$ cat config.mk
export PLATFORM = sky130hd
export DESIGN_NAME = seg_xlat
export DESIGN_NICKNAME = d
export VERILOG_FILES = /design/src/rtl/seg_xlat_pkg.sv /design/src/rtl/seg_xlat_rst_sync.sv /design/src/rtl/seg_xlat_bound.sv /design/src/rtl/seg_xlat_sum.sv /design/src/rtl/seg_xlat.sv
export SDC_FILE = /design/constraint.sdc
export NUM_CORES = 1
export LEC_CHECK = 0
export CORE_MARGIN = 5
export CORE_UTILIZATION = 53
export DETAILED_ROUTE_END_ITERATION = 10
export DONT_BUFFER_PORTS = 1
export PLACE_DENSITY_LB_ADDON = 0.15
export SLEW_MARGIN = 20
export SYNTH_ARGS = -nofsm -noshare
export SYNTH_HDL_FRONTEND = slang
export SYNTH_SLANG_ARGS = --single-unit
$ cat constraint.sdc
create_clock -name clk -period 2.9 [get_ports clk]
set_input_delay 0.725 -clock clk [delete_from_list [all_inputs] [get_ports clk]]
set_output_delay 0.725 -clock clk [all_outputs]
set_load 0.01 [all_outputs]
$ cat src/rtl/seg_xlat_pkg.sv
package seg_xlat_pkg;

  // Fault cause encoding presented on cause_o.
  typedef enum logic [1:0] {
    CAUSE_NONE   = 2'b00,
    CAUSE_ABSENT = 2'b01,
    CAUSE_BOUNDS = 2'b10
  } cause_e;

endpackage

$ cat src/rtl/seg_xlat_rst_sync.sv
// Reset conditioner: asserts asynchronously, releases on a clock edge.
module seg_xlat_rst_sync #(
  parameter int STAGES = 2
) (
  input  logic clk,
  input  logic rst_n,
  output logic rst_sync_n
);

  logic [STAGES-1:0] chain_q;
  logic [STAGES-1:0] chain_d;

  always_comb begin
    chain_d = {chain_q[STAGES-2:0], 1'b1};
  end

  always_ff @(posedge clk or negedge rst_n) begin
    if (!rst_n) begin
      chain_q <= '0;
    end else begin
      chain_q <= chain_d;
    end
  end

  assign rst_sync_n = chain_q[STAGES-1];

endmodule

$ cat src/rtl/seg_xlat_bound.sv
// Scales the size field to a byte limit and compares the offset with it.
module seg_xlat_bound #(
  parameter int ADDR_W     = 32,
  parameter int LIMIT_W    = 20,
  parameter int PAGE_SHIFT = 12
) (
  input  logic [LIMIT_W-1:0] limit_i,
  input  logic               gran_i,
  input  logic [ADDR_W-1:0]  offset_i,
  output logic               over_o
);

  localparam int FINE_PAD   = ADDR_W - LIMIT_W;
  localparam int COARSE_W   = LIMIT_W + PAGE_SHIFT;
  localparam int COARSE_PAD = ADDR_W - COARSE_W;

  logic [ADDR_W-1:0] fine_lim;
  logic [ADDR_W-1:0] coarse_lim;
  logic [ADDR_W-1:0] eff_lim;

  // Byte-scaled limit: the size field as it stands.
  assign fine_lim = {{FINE_PAD{1'b0}}, limit_i};

  // Page-scaled limit: size field moved up, low bits of the page all ones.
  generate
    if (COARSE_PAD > 0) begin : g_coarse_pad
      assign coarse_lim = {{COARSE_PAD{1'b0}}, limit_i, {PAGE_SHIFT{1'b1}}};
    end else begin : g_coarse_full
      assign coarse_lim = {limit_i, {PAGE_SHIFT{1'b1}}};
    end
  endgenerate

  always_comb begin
    eff_lim = gran_i ? coarse_lim : fine_lim;
    over_o  = (offset_i > eff_lim);
  end

endmodule

$ cat src/rtl/seg_xlat_sum.sv
// Base plus offset, wrapping at the address width.
module seg_xlat_sum #(
  parameter int ADDR_W = 32
) (
  input  logic [ADDR_W-1:0] base_i,
  input  logic [ADDR_W-1:0] offset_i,
  output logic [ADDR_W-1:0] sum_o
);

  logic [ADDR_W:0] full_sum;

  always_comb begin
    full_sum = {1'b0, base_i} + {1'b0, offset_i};
    sum_o    = full_sum[ADDR_W-1:0];
  end

endmodule

$ cat src/rtl/seg_xlat.sv
// Descriptor + offset to linear address, with presence and bounds faults.
module seg_xlat #(
  parameter int ADDR_W     = 32,
  parameter int LIMIT_W    = 20,
  parameter int PAGE_SHIFT = 12,
  parameter int SYNC_STG   = 2
) (
  input  logic               clk,
  input  logic               rst_n,
  input  logic               req_i,
  input  logic [ADDR_W-1:0]  base_i,
  input  logic [LIMIT_W-1:0] limit_i,
  input  logic               gran_i,
  input  logic               present_i,
  input  logic [ADDR_W-1:0]  offset_i,
  output logic               valid_o,
  output logic               fault_o,
  output logic [1:0]         cause_o,
  output logic [ADDR_W-1:0]  lin_addr_o
);

  import seg_xlat_pkg::*;

  logic              rst_sync_n;
  logic              over;
  logic [ADDR_W-1:0] sum;

  cause_e            cause_calc;
  logic              valid_d, valid_q;
  logic              fault_d, fault_q;
  cause_e            cause_d, cause_q;
  logic              addr_en;
  logic [ADDR_W-1:0] addr_d, addr_q;

  seg_xlat_rst_sync #(.STAGES(SYNC_STG)) u_rst (
    .clk        (clk),
    .rst_n      (rst_n),
    .rst_sync_n (rst_sync_n)
  );

  seg_xlat_bound #(
    .ADDR_W     (ADDR_W),
    .LIMIT_W    (LIMIT_W),
    .PAGE_SHIFT (PAGE_SHIFT)
  ) u_bound (
    .limit_i  (limit_i),
    .gran_i   (gran_i),
    .offset_i (offset_i),
    .over_o   (over)
  );

  seg_xlat_sum #(.ADDR_W(ADDR_W)) u_sum (
    .base_i   (base_i),
    .offset_i (offset_i),
    .sum_o    (sum)
  );

  // Next-state logic. Absence outranks the bounds check.
  always_comb begin
    if (!present_i) begin
      cause_calc = CAUSE_ABSENT;
    end else if (over) begin
      cause_calc = CAUSE_BOUNDS;
    end else begin
      cause_calc = CAUSE_NONE;
    end

    valid_d = req_i;
    fault_d = req_i && (cause_calc != CAUSE_NONE);
    cause_d = req_i ? cause_calc : CAUSE_NONE;
    addr_en = req_i;
    addr_d  = (cause_calc == CAUSE_NONE) ? sum : '0;
  end

  // Strobe and status registers: updated every cycle.
  always_ff @(posedge clk or negedge rst_sync_n) begin
    if (!rst_sync_n) begin
      valid_q <= 1'b0;
      fault_q <= 1'b0;
      cause_q <= CAUSE_NONE;
    end else begin
      valid_q <= valid_d;
      fault_q <= fault_d;
      cause_q <= cause_d;
    end
  end

  // Address register: loaded only on a request, held otherwise.
  always_ff @(posedge clk or negedge rst_sync_n) begin
    if (!rst_sync_n) begin
      addr_q <= '0;
    end else if (addr_en) begin
      addr_q <= addr_d;
    end
  end

  assign valid_o    = valid_q;
  assign fault_o    = fault_q;
  assign cause_o    = cause_q;
  assign lin_addr_o = addr_q;

endmodule

Word-level counts from Yosys, hierarchy flattened
Cells that the tools add are included.
{"block": "op_classes", "n_addsub": 1, "magnitude_cmp": 1, "mux": 5, "reduce_logical": 3}
{"operator": "32-bit 2-to-1 mux", "count": 2}
{"operator": "32-bit adder", "count": 1}
{"operator": "32-bit > comparator", "count": 1}
{"operator": "2-bit 2-to-1 mux", "count": 3}
{"operator": "2-bit zero test", "count": 1}
{"operator": "2-bit nonzero test", "count": 1}
{"operator": "1-bit logical AND", "count": 1}
{"block": "totals", "register_bits": 38, "in_bits": 89, "output_inout_bits": 36}

Depth between registers and ports, before layout
Gate-level depths: netlist (run 1).
{"block": "logic_depth", "word_depth": 6, "depth_mapped": 12}

By module
Synthesis (run 1) repeated with hierarchy kept, for this count alone.
{"block": "unflattened", "cells_unflattened": 505, "area_unflattened_um2": 4350.4}
{"module": "seg_xlat_sum", "n_inst": 1, "cells_each": 241, "area_each_um2": 1744.2}
{"module": "seg_xlat", "n_inst": 1, "cells_each": 147, "area_each_um2": 1667.8}
{"module": "seg_xlat_bound", "n_inst": 1, "cells_each": 114, "area_each_um2": 884.6}
{"module": "seg_xlat_rst_sync", "n_inst": 1, "cells_each": 3, "area_each_um2": 53.8}

Worst setup path before layout (run 1)
No wires, ideal clock.
{"block": "synth_timing", "kind": "input to register", "start": "input gran_i", "end": "register addr_q[10], in the netlist lin_addr_o[10]", "setup_ns": 0.066, "t_arrival_ns": 3.316, "slack_ns": -0.482, "stages": 12, "n_path_buf": 4, "cell_sequence": "clkbuf_1 buf_1 mux2i_1 ha_1 nand4_1 nor4_1 nand2_1 a22o_1 nor3_2 buf_2 buf_2 a22o_1"}
{"block": "synth_between", "elab_chain_cells": 6}
{"item": "from (decl)", "line": "seg_xlat.sv:13", "source": "input logic gran_i,"}
{"item": "32-bit 2-to-1 mux", "line": "seg_xlat_bound.sv:34", "source": "eff_lim = gran_i ? coarse_lim : fine_lim;"}
{"item": "32-bit > comparator", "line": "seg_xlat_bound.sv:35", "source": "over_o = (offset_i > eff_lim);"}
{"item": "2-bit 2-to-1 mux", "line": "seg_xlat.sv:62", "source": "end else if (over) begin"}
{"item": "2-bit 2-to-1 mux", "line": "seg_xlat.sv:60", "source": "if (!present_i) begin"}
{"item": "2-bit zero test", "line": "seg_xlat.sv:72", "source": "addr_d = (cause_calc == CAUSE_NONE) ? sum : '0;"}
{"item": "32-bit 2-to-1 mux", "line": "seg_xlat.sv:72"}
{"item": "to (signal assigned)", "line": "seg_xlat.sv:93", "source": "addr_q <= addr_d;"}
{"item": "to (decl)", "line": "seg_xlat.sv:33", "source": "logic [ADDR_W-1:0] addr_d, addr_q;"}
No other way between the ends.
A chain may end at the register's enable or synchronous reset.

Worst setup path in the final report (run 1)
{"block": "layout_timing", "start": "input base_i[0]", "end": "register addr_q[30], in the netlist lin_addr_o[30]"}
{"block": "layout_between", "elab_chain_cells": 2}
{"item": "from (decl)", "line": "seg_xlat.sv:11", "source": "input logic [ADDR_W-1:0] base_i,"}
{"item": "32-bit adder", "line": "seg_xlat_sum.sv:13", "source": "full_sum = {1'b0, base_i} + {1'b0, offset_i};"}
{"item": "32-bit 2-to-1 mux", "line": "seg_xlat.sv:72"}
No other way between the ends.

==> results of run 1 <==
==> state kept, by name, summed over array words and instances, names as in the netlist <==
name           flops
fault_o            1
cause_o            2
valid_o            1
lin_addr_o        32
u_rst.chain_q      2
==> logic make-up (layout without fill, tap and decap cells) <==
logic type	Yosys count	after routing
buf+inv	33	47
simple gates	125	125
compound gates	164	164
fa+ha+maj	64	64
mux	9	9
xor+xnor	22	22
other cells	1	1
flops	38	38
==> cell usage after synthesis, types with 4 or more instances <==
cell type                   count  area share [%]
sky130_fd_sc_hd__ha_1          63              20
sky130_fd_sc_hd__a21oi_1       45             5.6
sky130_fd_sc_hd__nand2_1       40             3.7
sky130_fd_sc_hd__dfrtp_1       38              24
sky130_fd_sc_hd__nor2_1        26             2.4
sky130_fd_sc_hd__a22o_1        22             4.8
sky130_fd_sc_hd__a21o_1        20             3.7
sky130_fd_sc_hd__xnor2_1       17             3.7
sky130_fd_sc_hd__clkbuf_1      15             1.4
sky130_fd_sc_hd__nand3_1       13             1.6
sky130_fd_sc_hd__nand4_1       13             2.0
sky130_fd_sc_hd__o21ai_0       12             1.5
sky130_fd_sc_hd__inv_1         11             1.0
sky130_fd_sc_hd__mux2i_1        9             2.2
sky130_fd_sc_hd__and3_1         6            0.93
sky130_fd_sc_hd__and2_1         5            0.78
sky130_fd_sc_hd__o21a_1         5            0.93
sky130_fd_sc_hd__xor2_1         5             1.1
sky130_fd_sc_hd__a2111o_1       4             1.1
sky130_fd_sc_hd__a211oi_1       4            0.75
sky130_fd_sc_hd__and4_1         4            0.87
sky130_fd_sc_hd__buf_2          4            0.50
sky130_fd_sc_hd__nand2b_1       4            0.62
sky130_fd_sc_hd__nor2b_1        4            0.62
sky130_fd_sc_hd__o2bb2ai_1      4            0.87
==> layout make-up <==
class / instances / area, um^2
flip-flops and latches: 38 / 951
well taps: 99 / 124
clock buffers: 6 / 82.6
multi-input cells: 385 / 2950
inverters: 11 / 41.3
fillers: 638 / 2960
clock inverters: 2 / 12.5
repair buffers: 28 / 210
==> stage by stage <==
stage	hold slack, ns	cells
floorplan	0.331	456
global placement	0.194	561
detailed placement	0.204	561
CTS	0.114	569
global route	0.0962	569
finish	0.124	569
==> critical path, delay by kind of cell <==
family | cells | cell delay (ns)
compound gates | 6 | 1.26
fa+ha+maj | 2 | 0.60
simple gates | 1 | 0.18
buf+inv | 1 | 0.18
==> metal layers <==
layer  wire length, um  GRT usage [%]
met5                 0              0
met4               148           4.75
met3               954           5.96
met2              5260           38.5
met1              5210           32.8
==> power by group <==
| part | switching (W) | internal [W] |
|---|---|---|
| clock | 0.000202 | 0.000191 |
| sequential | 0.0000629 | 0.000579 |
| combinational | 0.000358 | 0.000303 |
==> how the worst max path moves through the flow <==
stage               from        endpoint  slack, ns  cells past startpoint
2_1_floorplan     gran_i  lin_addr_o[25]     -0.009                     12
3_3_place_gp   base_i[0]  lin_addr_o[30]      -0.07                     10
3_5_place_dp   base_i[0]  lin_addr_o[30]      -0.12                     10
4_1_cts        base_i[0]  lin_addr_o[30]       0.19                     10
5_1_grt        base_i[0]  lin_addr_o[30]      0.002                     10
6_report       base_i[0]  lin_addr_o[30]       0.16                     10
==> summary.txt, run 1 <==
Global-route usage over all layers: 24.0%
Row cnt: 31
Required @ worst endpoint: 3.11 ns
Wire length per cell after detailed routing: 20.4 um
Power Density: 388 nW/um^2
Dpl hpwl: 9.85 mm
Leakage component of the power: 2.06 nW
Clock latency of the later-clocked register in the worst-skew pair: 0.29 ns
Arr. time, crit path: 2.95 ns
Minimum clock period: 2.74 ns
Number of synthesized flops with an enable pin: 0
Number of cells traversed by the worst register-to-register path: 1
Hold buffer count at CTS: 0
Number of global-route vias before repair: 3642
I/O pins: 125
Arithmetic-cell share of the synthesized area counting full adders, half adders and majority gates: 20.1%
Setup slack of the worst register-to-register path: 1.99 ns
Startpoint Class: input pin
Post-route cell area: 4370 um^2
Number of antenna violations at the first check in global routing: 0
Via-to-Cell Ratio: 6.43
Worst-path cell chain: ha_1, fa_1, a21oi_1, o211ai_1, a31oi_1, nand3_1, buf_4, a31o_2, a311o_1, o221ai_1
Setup ws final: 0.158 ns
Setup Total Neg Slack: 0 ns
Setup repair after global routing missed its margin: no
Diodes inserted: 0
Post-cts gate resize count: 0
Max Cap Violations: 0
Final #Nets: 622
Commonest register cell after synthesis: sky130_fd_sc_hd__dfrtp_1
Post-Syn Nets: 609
Start of the worst register-to-register path: u_rst.chain_q[1]
Register clock-pin slew on the reported worst setup and hold paths: 0.09 ns
Gate Count Post-Synth: 456
Detailed-routing iteration count for the pre-antenna-repair pass: 4
HP Class: input pin to async pin
Commonest non-fill, non-tap cells in the layout: 63 x sky130_fd_sc_hd__ha_1, 45 x sky130_fd_sc_hd__a21oi_1, 40 x sky130_fd_sc_hd__nand2_1
Total clock sinks: 38
First-pass GRT wire length: 18.8 mm
# DRC: 0
Worst setup slack after placement: -0.122 ns
Number of I/O port buffers: 0
Worst path max stage delay: 0.40 ns
Total congestion overflow: 0
Placed Instance Area: 4280 um^2
Avg Synthesized Cell Area: 8.81 um^2
Clock tree from TritonCTS: yes
Final number of hold-violating endpoints: 0
Placeable core region: 7330 um^2
End-of-flow core utilization: 59.6%
Clock root cell: sky130_fd_sc_hd__clkbuf_8
Sequential-to-total area share from yosys stat: 23.7%
Most common cell after layout, fill and taps aside: sky130_fd_sc_hd__ha_1
Count of synthesis-stage warnings from yosys: 0
Height of the chip: 97.1 um
Post-CTS Repair Setup Buffers: 0
Fraction of layout cells with a size suffix above 1: 11.3%
Synth Area in Compound Gates: 30.0%
Peak ir drop on the vdd network: 0.000228 V
Register bit total from synthesis: 38
Final wirelength: 11.6 mm
Final GP Congestion: 0.934
Part of the cycle the worst path needs: 94.6%
Antenna Violating Nets Remaining: 0
Critical Setup Path Class: input pin to register
Number of clock buffers inserted by TritonCTS: 5
Die Footprint: 9420 um^2
Mux share of post-synthesis cell area: 2.24%
Netlist area before placement: 4020 um^2
Fraction of registers with async set/reset: 100%
Maximum fanout along the worst path: 3
Maximum number of pins on one net before global-route repair: 33
Achievable frequency: 365 MHz
Number of buffers on the longest clock path: 2
Starting utilization of the core area: 54.8%
Basic-gate share of the synthesized area counting and, or, nand and nor cells: 15.6%
H-tree levels: 2
Worst reg2reg endpoint: valid_o
Number of distinct standard cells referenced by the synthesized netlist: 66
Initial drt markers: 216
Largest family of logic cells by synthesized area: compound AO/OA/AOI/OAI gates
Cell with the largest stage delay on the worst path: sky130_fd_sc_hd__fa_1
Setup clock skew after layout: 0.00820 ns
Crit. End Element: register
Via Count: 3659
Parity-gate share of the synthesized area counting xor and xnor cells: 4.80%
Total of endpoints with negative setup slack in the final report: 0
Result of the run: finished clean
Die width: 97.1 um
Layout area overhead: 8.85%
Overall power after layout: 0.00170 W
Final max-slew violation count: 0
No activity file was read; power rests on OpenSTA's default activity.
==> run 2: changes to the inputs <==
Settings changed: GPL_TIMING_DRIVEN set to 0, RECOVER_POWER set to 50, SYNTH_HIERARCHICAL set to 1.
==> summary.txt, run 2 <==
Final GP Congestion: 0.886
Critical Setup Path Class: input pin to register
Starting utilization of the core area: 53.8%
Number of synthesized flops with an enable pin: 0
Max Cap Violations: 0
Via Count: 3736
Capture point of the worst path: lin_addr_o[30]
Clock latency of the later-clocked register in the worst-skew pair: 0.29 ns
Netlist area before placement: 4350 um^2
Diodes inserted: 0
Final number of hold-violating endpoints: 0
Minimum clock period: 2.88 ns
Final #Nets: 670
Worst path max stage delay: 0.37 ns
Maximum fanout along the worst path: 7
Die Footprint: 10100 um^2
Crit. End Element: register
Required @ worst endpoint: 3.12 ns
Number of I/O port buffers: 0
I/O pins: 125
Total of endpoints with negative setup slack in the final report: 0
Number of global-route vias before repair: 3815
Post-Route Hold Slack: 0.114 ns
Avg Synthesized Cell Area: 8.61 um^2
Post-route cell area: 4800 um^2
Total congestion overflow: 0
Start of the worst register-to-register path: u_rst/chain_q[1]
Dominant cells by area after synthesis: sky130_fd_sc_hd__dfrtp_1 22%, sky130_fd_sc_hd__ha_1 18%, sky130_fd_sc_hd__o22ai_2 8.6%
Power Density: 378 nW/um^2
Sequential-to-total area share from yosys stat: 21.9%
Yosys top cell area share: 21.9%
Post-Syn Nets: 658
Clock root cell: sky130_fd_sc_hd__clkbuf_8
Register area: 951 um^2
Die width: 101 um
Maximum number of pins on one net before global-route repair: 26
Number of flip-flops in the largest register: 32
Commonest register cell after synthesis: sky130_fd_sc_hd__dfrtp_1
Total clock sinks: 38
Final max-slew violation count: 0
H-tree levels: 2
Number of fill cells in the layout: 795
Global-route usage over all layers: 23.8%
Part of the cycle the worst path needs: 99.2%
Critical path depth in cells: 12
Final wirelength: 12.1 mm
Fraction of registers with async set/reset: 100%
Most repeated cell in the gate-level netlist after synthesis: sky130_fd_sc_hd__nand2_1
First-pass GRT wire length: 19.2 mm
Setup Total Neg Slack: 0 ns
Most common cell after layout, fill and taps aside: sky130_fd_sc_hd__nand2_1
Cell type with the highest aggregate area in the netlist: sky130_fd_sc_hd__dfrtp_1
Number of cells traversed by the worst register-to-register path: 1
Result of the run: finished clean
Number of clock buffers inserted by TritonCTS: 5
Number of antenna violations at the first check in global routing: 0
Number of distinct standard cells referenced by the synthesized netlist: 66
Layout area overhead: 10.3%
Startpoint Class: input pin
# DRC: 0
Arr. time, crit path: 3.10 ns
Setup slack of the worst register-to-register path: 1.11 ns
Worst reg2reg endpoint: lin_addr_o[26]
Number of buffers on the longest clock path: 2
Register bit total from synthesis: 38
Cell occurring most often along the worst timing path: sky130_fd_sc_hd__buf_8
Peak ir drop on the vdd network: 0.000219 V
Synth cell count leaders: 67 x sky130_fd_sc_hd__nand2_1, 63 x sky130_fd_sc_hd__ha_1, 39 x sky130_fd_sc_hd__inv_1
Clock tree from TritonCTS: yes
Placeable core region: 8090 um^2
Fraction of layout cells with a size suffix above 1: 16.4%
Commonest non-fill, non-tap cells in the layout: 67 x sky130_fd_sc_hd__nand2_1, 60 x sky130_fd_sc_hd__ha_1, 39 x sky130_fd_sc_hd__inv_1
Setup clock skew after layout: 0.00514 ns
Worst-path cell chain: buf_8, buf_8, nor2_4, ha_4, and3_4, a221o_1, a221oi_2, a31oi_1, o31a_1, nand2b_4, clkbuf_16, o22ai_2
Cell with the largest stage delay on the worst path: sky130_fd_sc_hd__a221o_1
Height of the chip: 101 um
HP Class: input pin to async pin
Worst path bufs/invs: 3
Gate Count Post-Synth: 505
Initial drt markers: 146
Worst rel slew slack: 12.4%
Antenna Violating Nets Remaining: 0
Count of synthesis-stage warnings from yosys: 6
Row cnt: 33
Critical path launch point: gran_i
Via-to-Cell Ratio: 6.00
Setup repair after global routing missed its margin: yes
Dpl hpwl: 10.1 mm
Achievable frequency: 348 MHz
Area of the multi-input gates: 3210 um^2
Actual slew at the worst max-slew pin: 1.31 ns
Wire length per cell after detailed routing: 19.4 um
Register clock-pin slew on the reported worst setup and hold paths: 0.08 ns
Category of cells accounting for the largest share of critical-path delay: compound AO/OA/AOI/OAI gates
Placed Instance Area: 4540 um^2
Overall power after layout: 0.00182 W
Detailed-routing iteration count for the pre-antenna-repair pass: 5
Leakage component of the power: 2.20 nW
End-of-flow core utilization: 59.3%
==> run 2: changes by cell type after synthesis, sizes merged, moves of 8 or more <==
| cell | previous run | this run |
|---|---|---|
| buf | 7 | 15 |
| a21oi | 46 | 37 |
| o22ai | 1 | 33 |
| xor2 | 5 | 15 |
| inv | 11 | 39 |
| a22o | 22 | 1 |
| nand2 | 40 | 67 |
==> run 2: what timing repair did <==
action | in CTS | in global routing
gates resized for setup | 5 | 19
buffers inserted | 0 | 4
setup endpoints to repair | 31 | 33
pin swaps | 0 | 17
cloned | 0 | 1
hold buffers | 0 | 0
==> run 2: power breakdown <==
| group | total (W) | internal [W] | leakage [nW] | switching (W) |
|---|---|---|---|---|
| Sequential | 0.000639 | 0.000580 | 0.506 | 0.0000589 |
| Combinational | 0.000780 | 0.000342 | 1.65 | 0.000437 |
| Clock | 0.000397 | 0.000191 | 0.0472 | 0.000205 |
| Total | 0.00182 | 0.00111 | 2.20 | 0.000702 |
==> run 2: metrics by stage <==
stage | std cells | setup slack [ns]
floorplan | 505 | -0.0538
global placement | 610 | -0.371
detailed placement | 611 | -0.373
CTS | 619 | 0.00343
global route | 623 | -0.0400
finish | 623 | 0.0234
==> run 2: cell type report <==
class,count,area share [%]
well taps,105,2.74
clock inverters,2,0.261
inverters,39,3.05
clock buffers,6,1.72
repair buffers,6,1.23
plain buffers,25,4.35
flip-flops and latches,38,19.8
multi-input cells,402,66.8
==> run 2: how the worst min path moves through the flow <==
stage,from,endpoint,slack (ns)
after floorplan,u_rst/chain_q[0],u_rst/chain_q[1],0.33
after global placement,u_rst/chain_q[0],u_rst/chain_q[1],0.34
after detailed placement,u_rst/chain_q[1],lin_addr_o[10],0.16
after CTS,rst_n,u_rst/chain_q[1],0.10
after global routing,rst_n,u_rst/chain_q[0],0.09
final,rst_n,u_rst/chain_q[1],0.11
==> run 2: cell families (layout without fill, tap and decap cells) <==
logic type / count (synthesis) / after routing / synth area share, %
buffers and inverters: 65 / 78 / 7.31
AOI/OAI and AO/OA: 152 / 152 / 28.6
DFF: 38 / 38 / 21.9
other: 1 / 1 / 0.0862
and+or+nand+nor: 147 / 147 / 15.6
xor gates and xnor gates: 28 / 28 / 5.64
adders and majority gates: 64 / 64 / 18.6
muxes: 10 / 10 / 2.30
==> run 2: per-layer routing <==
layer	vias up	global-route usage [%]	routed length, um
li1	1863	-	-
met1	1717	30.5	5040
met2	138	37.4	5490
met3	18	9.00	1330
met4	0	6.63	246
met5	-	0	0
